File: src/rtl/rtcal_pkg.sv
package rtcal_pkg;

  localparam int NFIELD = 6;
  localparam int FW     = 8;

  typedef struct packed {
    logic [FW-1:0] yr;
    logic [FW-1:0] mon;
    logic [FW-1:0] day;
    logic [FW-1:0] hr;
    logic [FW-1:0] mn;
    logic [FW-1:0] sec;
  } stamp_t;

  localparam stamp_t RESET_STAMP = '{yr: 8'h00, mon: 8'h01, day: 8'h01,
                                     hr: 8'h00, mn: 8'h00, sec: 8'h00};

  // Last legal day (BCD) of the given month in the given year.
  function automatic logic [FW-1:0] last_day(input logic [FW-1:0] mon,
                                             input logic [FW-1:0] yr);
    logic [7:0] yr_bin;
    logic       leap;
    yr_bin = ({4'd0, yr[7:4]} * 8'd10) + {4'd0, yr[3:0]};
    leap   = (yr_bin[1:0] == 2'b00);
    case (mon)
      8'h02:                      last_day = leap ? 8'h29 : 8'h28;
      8'h04, 8'h06, 8'h09, 8'h11: last_day = 8'h30;
      default:                    last_day = 8'h31;
    endcase
  endfunction

endpackage

File: src/rtl/rtcal_bcd_step.sv
module rtcal_bcd_step #(
  parameter int W = 8
) (
  input  logic [W-1:0] cur,
  input  logic [W-1:0] lo_lim,
  input  logic [W-1:0] hi_lim,
  input  logic         inc,
  output logic [W-1:0] nxt,
  output logic         wrap
);
  always_comb begin
    nxt  = cur;
    wrap = 1'b0;
    if (inc) begin
      if (cur >= hi_lim) begin
        nxt  = lo_lim;
        wrap = 1'b1;
      end else if (cur[3:0] >= 4'd9) begin
        nxt = {cur[W-1:4] + 1'b1, 4'd0};
      end else begin
        nxt = {cur[W-1:4], cur[3:0] + 4'd1};
      end
    end
  end
endmodule

File: src/rtl/rtcal_calendar.sv
module rtcal_calendar
  import rtcal_pkg::*;
(
  input  stamp_t cur,
  output stamp_t nxt
);
  logic [FW-1:0] cur_f [NFIELD];
  logic [FW-1:0] lo_f  [NFIELD];
  logic [FW-1:0] hi_f  [NFIELD];
  logic [FW-1:0] nxt_f [NFIELD];
  logic [NFIELD:0] carry;

  assign carry[0] = 1'b1;

  assign cur_f[0] = cur.sec;  assign lo_f[0] = 8'h00; assign hi_f[0] = 8'h59;
  assign cur_f[1] = cur.mn;   assign lo_f[1] = 8'h00; assign hi_f[1] = 8'h59;
  assign cur_f[2] = cur.hr;   assign lo_f[2] = 8'h00; assign hi_f[2] = 8'h23;
  assign cur_f[3] = cur.day;  assign lo_f[3] = 8'h01; assign hi_f[3] = last_day(cur.mon, cur.yr);
  assign cur_f[4] = cur.mon;  assign lo_f[4] = 8'h01; assign hi_f[4] = 8'h12;
  assign cur_f[5] = cur.yr;   assign lo_f[5] = 8'h00; assign hi_f[5] = 8'h99;

  for (genvar i = 0; i < NFIELD; i++) begin : g_field
    rtcal_bcd_step #(.W(FW)) u_step (
      .cur    (cur_f[i]),
      .lo_lim (lo_f[i]),
      .hi_lim (hi_f[i]),
      .inc    (carry[i]),
      .nxt    (nxt_f[i]),
      .wrap   (carry[i+1])
    );
  end

  assign nxt = '{yr: nxt_f[5], mon: nxt_f[4], day: nxt_f[3],
                 hr: nxt_f[2], mn: nxt_f[1], sec: nxt_f[0]};
endmodule

File: src/rtl/rtcal_prescaler.sv
module rtcal_prescaler #(
  parameter int TICKS = 32768
) (
  input  logic clk,
  input  logic rst,
  input  logic tick,
  input  logic run,
  input  logic restart,
  output logic upd,
  output logic busy
);
  localparam int CW   = (TICKS > 1) ? $clog2(TICKS) : 1;
  localparam int LAST = TICKS - 1;

  logic [CW-1:0] cnt;
  logic          at_last;

  assign at_last = (cnt == CW'(LAST));
  assign upd     = run && tick && at_last;
  assign busy    = run && at_last;

  always_ff @(posedge clk) begin
    if (rst || restart) begin
      cnt <= '0;
    end else if (run && tick) begin
      cnt <= at_last ? '0 : cnt + CW'(1);
    end
  end
endmodule

File: src/rtl/rtcal_alarm.sv
module rtcal_alarm
  import rtcal_pkg::*;
(
  input  logic   clk,
  input  logic   rst,
  input  logic   load_alarm,
  input  stamp_t load_value,
  input  logic   step,
  input  stamp_t next_time,
  input  logic   clr,
  output logic   flag
);
  stamp_t target;
  logic   hit;

  assign hit = step && (next_time == target);

  always_ff @(posedge clk) begin
    if (rst) begin
      target <= '0;
      flag   <= 1'b0;
    end else begin
      if (load_alarm) target <= load_value;
      if (hit)        flag   <= 1'b1;
      else if (clr)   flag   <= 1'b0;
    end
  end
endmodule

File: src/rtl/rtcal_core.sv
module rtcal_core
  import rtcal_pkg::*;
#(
  parameter int TICKS_PER_SEC = 32768
) (
  input  logic        clk,
  input  logic        rst,
  input  logic        tick,
  input  logic        run,
  input  logic        load_time,
  input  logic        load_alarm,
  input  logic [47:0] load_value,
  input  logic        alarm_clr,
  input  logic        tmr_ie,
  input  logic        alm_ie,
  output logic [47:0] time_now,
  output logic        busy,
  output logic        sec_evt,
  output logic        timer_irq,
  output logic        alarm_irq,
  output logic        alarm_flag
);
  stamp_t now_q, now_nxt;
  logic   upd, step;

  rtcal_prescaler #(.TICKS(TICKS_PER_SEC)) u_pre (
    .clk     (clk),
    .rst     (rst),
    .tick    (tick),
    .run     (run),
    .restart (load_time),
    .upd     (upd),
    .busy    (busy)
  );

  rtcal_calendar u_cal (
    .cur (now_q),
    .nxt (now_nxt)
  );

  assign step = upd && !load_time;

  rtcal_alarm u_alm (
    .clk        (clk),
    .rst        (rst),
    .load_alarm (load_alarm),
    .load_value (stamp_t'(load_value)),
    .step       (step),
    .next_time  (now_nxt),
    .clr        (alarm_clr),
    .flag       (alarm_flag)
  );

  always_ff @(posedge clk) begin
    if (rst) begin
      now_q     <= RESET_STAMP;
      sec_evt   <= 1'b0;
      timer_irq <= 1'b0;
    end else begin
      if (load_time) now_q <= stamp_t'(load_value);
      else if (step) now_q <= now_nxt;
      sec_evt   <= step;
      timer_irq <= step && tmr_ie;
    end
  end

  assign time_now  = now_q;
  assign alarm_irq = alarm_flag && alm_ie;
endmodule

File: config.mk
export PLATFORM = sky130hd
export DESIGN_NAME = rtcal_core
export DESIGN_NICKNAME = d
export VERILOG_FILES = /design/src/rtl/rtcal_pkg.sv /design/src/rtl/rtcal_bcd_step.sv /design/src/rtl/rtcal_calendar.sv /design/src/rtl/rtcal_prescaler.sv /design/src/rtl/rtcal_alarm.sv /design/src/rtl/rtcal_core.sv
export SDC_FILE = /design/constraint.sdc
export NUM_CORES = 1
export LEC_CHECK = 0
export ABC_AREA = 1
export BUFFER_PORTS_ARGS = -buffer_cell sky130_fd_sc_hd__buf_4
export CAP_MARGIN = 20
export CORE_MARGIN = 2
export CORE_UTILIZATION = 40
export CTS_CLUSTER_SIZE = 16
export DETAILED_ROUTE_END_ITERATION = 8
export GPL_ROUTABILITY_DRIVEN = 1
export PLACE_DENSITY_LB_ADDON = 0.2
export SETUP_SLACK_MARGIN = 0.1
export SLEW_MARGIN = 40
export SYNTH_ARGS = -nofsm -noshare
export SYNTH_HDL_FRONTEND = slang
export SYNTH_SLANG_ARGS = --single-unit
File: constraint.sdc
create_clock -name clk -period 3.6 [get_ports clk]
set_input_delay 0.18 -clock clk [delete_from_list [all_inputs] [get_ports clk]]
set_output_delay 0.18 -clock clk [all_outputs]
set_load 0.05 [all_outputs]
### Word level (Yosys, flattened, before mapping)

Cells that the tools add are included.

| word-level totals | value |
|---|---|
| register bits | 114 |
| bits in latches | 0 |
| RAM bits | 0 |
| ROM bits | 0 |
| output and inout port bits | 53 |
| memories kept | 0 |

| cells by class | value |
|---|---|
| $add $sub $neg | 14 |
| multipliers | 1 |
| divide/modulo/power cells | 0 |
| magnitude comparators | 12 |
| eq/ne operators | 7 |
| shift operators | 0 |
| muxes and demuxes | 33 |
| bitwise logic cells | 0 |
| reduce and logical (&&, ||, !) cells | 13 |

Operators with widths:

| cell | number |
|---|---|
| 2-to-1 mux 8 bit | 17 |
| 2-to-1 mux 48 bit | 2 |
| adder 4 x 1 -> 4 bit, second input constant | 12 |
| == test 48 bit | 1 |
| greater-or-equal comparator 4 bit, second input constant | 6 |
| == test 8 x 3 -> 1 bit, second input constant | 2 |
| greater-or-equal comparator 8 x 7 -> 1 bit, second input constant | 2 |
| case mux 8 bit (2 select lines) | 1 |
| adder 15 x 1 -> 15 bit, second input constant | 1 |
| == test 15 bit, second input constant | 1 |
| 2-to-1 mux 15 bit | 1 |
| 2-to-1 mux 1 bit | 12 |
| == test 8 x 2 -> 1 bit, second input constant | 1 |
| == test 8 x 4 -> 1 bit, second input constant | 1 |
| == test 8 x 5 -> 1 bit, second input constant | 1 |
| greater-or-equal comparator 8 x 5 -> 1 bit, second input constant | 1 |
| greater-or-equal comparator 8 x 6 -> 1 bit, second input constant | 1 |
| greater-or-equal comparator 8 bit | 1 |
| greater-or-equal comparator 8 bit, second input constant | 1 |
| logical AND 1 bit | 7 |
| multiplier 4 x 3 -> 1 bit, second input constant | 1 |
| nonzero test 2 bit | 2 |
| OR reduction 4 bit | 1 |
| adder 2 bit | 1 |
| other kinds (3) | 3 |

### Longest topological paths before layout

| depth | value |
|---|---|
| depth in word-level cells | 13 |
| gate-level depth with buffers | 26 |
| mapped depth without buffers | 25 |

### By module

From an unflattened synthesis, not the netlist that was laid out.

| unflattened totals | value |
|---|---|
| cell total of the unflattened synthesis | 1731 |
| area, all modules | 10144.7 µm² |

Modules (own cells, without submodules):

| module | instances | cells an instance | area an instance (µm²) |
|---|---|---|---|
| rtcal_bcd_step | 6 | 133 | 703.2 |
| rtcal_alarm | 1 | 409 | 2565.0 |
| rtcal_core | 1 | 368 | 2354.8 |
| rtcal_prescaler | 1 | 121 | 855.8 |
| rtcal_calendar | 1 | 35 | 150.1 |

### Least setup slack after synthesis

Ideal clock, no wire load.

| timing path | value |
|---|---|
| path type | register to register |
| start point | register now_q (netlist bit time_now[32]) |
| end point | register u_alm.flag |
| setup time | 130 ps |
| arrival time | 3262 ps |
| required time | 3470 ps |
| path slack | 208 ps |
| stages on the path, launching flop included | 24 |
| path buffers | 1 |
| cell sequence | dfxtp_1 inv_1 ha_1 o21ai_0 o21ai_0 a32oi_1 nand2_1 inv_1 ha_1 nand2_1 nor3_1 or2_2 nand2_2 nor2_2 buf_6 nand2_1 nand2_1 or2_2 nand2_1 nor2_1 nand3_1 nor2_1 nand2_1 a21oi_2 |

| between the ends | value |
|---|---|
| cells in the longest elaborated chain, start to end | 11 |
| elaborated cells between the ends (all ways) | 25 |
| those cells by class | 1 x add/sub; 3 x order compare; 6 x eq/ne; 12 x mux; 3 x reduce/logical |

Ends and longest elaborated chain:

| element | RTL line | RTL |
|---|---|---|
| start: declaration | rtcal_core.sv:23 | `stamp_t now_q, now_nxt;` |
| start signal: assignment | rtcal_core.sv:60 | `if (load_time) now_q <= stamp_t'(load_value);` |
| start signal: assignment | rtcal_core.sv:61 | `else if (step) now_q <= now_nxt;` |
| == test 8 x 3 -> 1 bit (tied with other cells) | rtcal_pkg.sv:25 | `case (mon)` |
| OR reduction 4 bit | rtcal_pkg.sv:25 |  |
| case mux 8 bit (2 select lines) | rtcal_pkg.sv:25 |  |
| greater-or-equal comparator 8 bit | rtcal_bcd_step.sv:15 | `if (cur >= hi_lim) begin` |
| 2-to-1 mux 1 bit | rtcal_bcd_step.sv:15 |  |
| 2-to-1 mux 1 bit (2 in a row) | rtcal_bcd_step.sv:14 | `if (inc) begin` |
| 2-to-1 mux 8 bit | rtcal_bcd_step.sv:14 |  |
| == test 48 bit * | rtcal_alarm.sv:16 | `assign hit = step && (next_time == target);` |
| logical AND 1 bit * | rtcal_alarm.sv:16 |  |
| 2-to-1 mux 1 bit / nonzero test 2 bit (equally long branches) | -- |  |
| end signal: assignment | rtcal_alarm.sv:21 | `flag <= 1'b0;` |
| end signal: assignment | rtcal_alarm.sv:24 | `if (hit) flag <= 1'b1;` |
| end signal: assignment | rtcal_alarm.sv:25 | `else if (clr) flag <= 1'b0;` |
| end: declaration | rtcal_alarm.sv:11 | `output logic flag` |

Every way passes the cells marked *; elsewhere a longest branch is shown, timed or not.
A chain may end at the register's enable or synchronous reset.

### Worst setup path after layout

Same ends and word-level chain as after synthesis.

==> metrics.cfg <==
[clock_network]
cts_tree=done
clockBufferDepth=2
h-tree-depth=4
post-cts-setup-buffers=0
cts.clk_slew.worst_paths_ns=0.06
root_buffer=clkbuf_16
clkSinkCount=114
clock_latency_ns=0.42
cts_buffers=17

[global_route]
overflow=0
antenna_found_initial=0
grt_pass1_wl_mm=35.9
grt.total_usage_pct=22.8
grt_max_degree=92
grt_pass1_vias=7259

[route]
wl_mm=22.1
drt_first_pass_iters=4
via_per_inst=5.14
vias=7712
drt_iter0_drc=466
ant_nets=0
wire_per_inst_um=14.8
drc=0

[power_and_ir_drop]
p_leak_nw=4.19
power_density_mw_per_mm2=428
irDropWorstVdd_mv=0.356

[floorplan]
core.rowCount=49
die_h_um=139
ios=110
core_area_mm2=0.0180
dieArea_mm2=0.0194
fp.dieW_um=139
initial_core_util_pct=40.8

[final_layout]
final_nets=1351
fin_cells=1500
syn_to_final_growth_pct=23.2
drive_above_1_share_pct=15.7
fillers=1885
n_antenna_cell=0

[sta]
period_minus_slack_ns=3.23
finalSetupViolCount=0
worstMarginPinSlew_ns=0.726
fin_crit_sh_pct=89.8
finalSetupTns_ns=0
slew_headroom_pct=51.6
rsz0062_at_grt=no
drv_slew=0
fmax_ghz=0.309
fin_skew_ns=0.00754
holdWs_ns=0.0195
report.final.hold_viol_count=0

[critical_path]
cp.arrival_ns=3.58
endpoint_kind=flop
worstPathMaxFanout=10
crit_type=reg2reg
worst_ep_required_time_ns=3.95
cp-start-kind=flop

[placement]
io_buffer_count=109
dp_hpwl_mm=15.3
dp.cells=1465
place_congestion=0.886

[synthesis]
yosysTopAreaCellShare_pct=31.1
yosys_warnings=0
postSynthCellCount=1158
seq_area_frac_synth_pct=31.1
ys_types=41
syn_nets=1251
synth_largest_area_cell=dfxtp_1
synth.area.top_cells=dfxtp_1 (31%), nand2_1 (19%), nand3_1 (6.6%)
syn_area_per_cell_um2=6.33
synth_seq_cells=114
syn_area_mm2=0.00733

[run_status]
status=completed

[flow_run]
maxCapViolations=0

[hold_path]
hold_path_class=in2reg

cell type report:
cell class	instances	area [µm²]	share of cell area (%)
clock buffer	17	425	4.71
clock inverter	15	184	2.04
inverter	134	503	5.57
multi-input combinational	868	4400	48.7
sequential	114	2290	25.3
tap	229	287	3.17
timing repair buffer	123	943	10.5
per-layer routing:
layer	routed length (µm)	global-route usage [%]	part of all wire [%]	vias to the layer above
met3	1040	4.71	4.7	24
met5	0	0	0	-
met2	10900	39.3	49	174
met1	9800	28.8	44	3554
li1	-	-	-	3960
met4	354	6.96	1.6	0
synth_stat cells (all sizes together):
cell,count
nand2,390
inv,134
dfxtp,114
nor2,102
nand3,100
o21ai,68
a21oi,62
a31oi,41
ha,36
clkbuf,31
xor2,15
nor3,13
buf,11
o211ai,9
nand4,6
nand3b,5
or2,5
nor3b,4
a21boi,2
a221oi,2
o21bai,2
xnor2,2
a211oi,1
a32oi,1
nor4,1
o21a,1
logic make-up (layout without fill, tap and decap cells):
logic type / Yosys count / in the layout / share of synthesized area, %
AO/OA/AOI/OAI: 189 / 189 / 14.7
XOR/XNOR: 17 / 17 / 2.03
adder cells (fa/ha/maj): 36 / 36 / 6.15
buffers and inverters: 176 / 289 / 9.43
flip-flops: 114 / 114 / 31.1
AND/OR/NAND/NOR: 626 / 626 / 36.6
sequential cells by signal, summed over array words and instances, names as in the netlist:
| name | flops |
|---|---|
| sec_evt | 1 |
| time_now | 48 |
| timer_irq | 1 |
| u_alm.flag | 1 |
| u_alm.target | 48 |
| u_pre.cnt | 15 |
worst paths after layout:
path | startpoint | end | slack [ns] | cells past startpoint
worst max-delay path | time_now[32] | u_alm.flag | 0.37 | 25
worst min-delay path | load_value[15] | time_now[15] | 0.02 | 3
worst max register to register | time_now[32] | u_alm.flag | 0.37 | 25
worst min register to register | u_alm.target[7] | u_alm.target[7] | 0.46 | 2
repair_timing:
action | in CTS | in global routing
endpoints found under the setup margin | 1 | 1
endpoints found under the hold margin | 3 | 0
pin swaps | 0 | 3
hold buffers | 3 | 0
gates resized for setup | 1 | 10
placed cells by master, fill, tap and decap left out, drive strengths merged, types with 3 or more instances in the layout:
cell	n
nor2	102
a21oi	62
inv	137
a31oi	41
o211ai	9
nand3	100
nor3b	4
dlygate4sd3	3
o21ai	68
nand4	6
dfxtp	114
ha	36
nand2	390
clkinvlp	6
buf	120
or2	5
clkbuf	17
nand3b	5
xor2	15
nor3	13
clkinv	3
bufinv	3
critical path, stage by stage (launching register included):
cell	delay [ns]
dfxtp_1	0.31
inv_1	0.14
ha_1	0.21
inv_1	0.06
nor3_2	0.25
inv_1	0.10
nand2_1	0.07
o21ai_0	0.10
ha_1	0.30
nand2_1	0.06
nor2_2	0.12
nor2_1	0.05
nand2_1	0.07
nand2_2	0.10
nor2_4	0.17
buf_4	0.19
nand2_4	0.10
nand2_1	0.09
nand2_1	0.07
nand2_1	0.06
nand3_1	0.06
nor2_1	0.13
nand2_1	0.07
nor2_1	0.10
nand2_1	0.07
a21oi_2	0.10
per-stage QoR:
step	worst slack, ns	total power (W)	cell area [µm²]	util (%)
floorplan	0.208	0.00190	7330	-
global placement	0.281	0.00213	8350	46.5
detailed placement	0.109	0.00213	8350	46.5
CTS	0.202	0.00390	8990	50.1
global route	0.0633	0.00405	9030	50.3
finish	0.368	0.00387	9030	50.3
where the power goes:
group	internal (W)	leakage [nW]	switching (W)
registers	0.00133	0.941	0.0000716
logic	0.000246	2.97	0.000469
clock network	0.00109	0.279	0.000655
(Power assumes the default switching activity.)
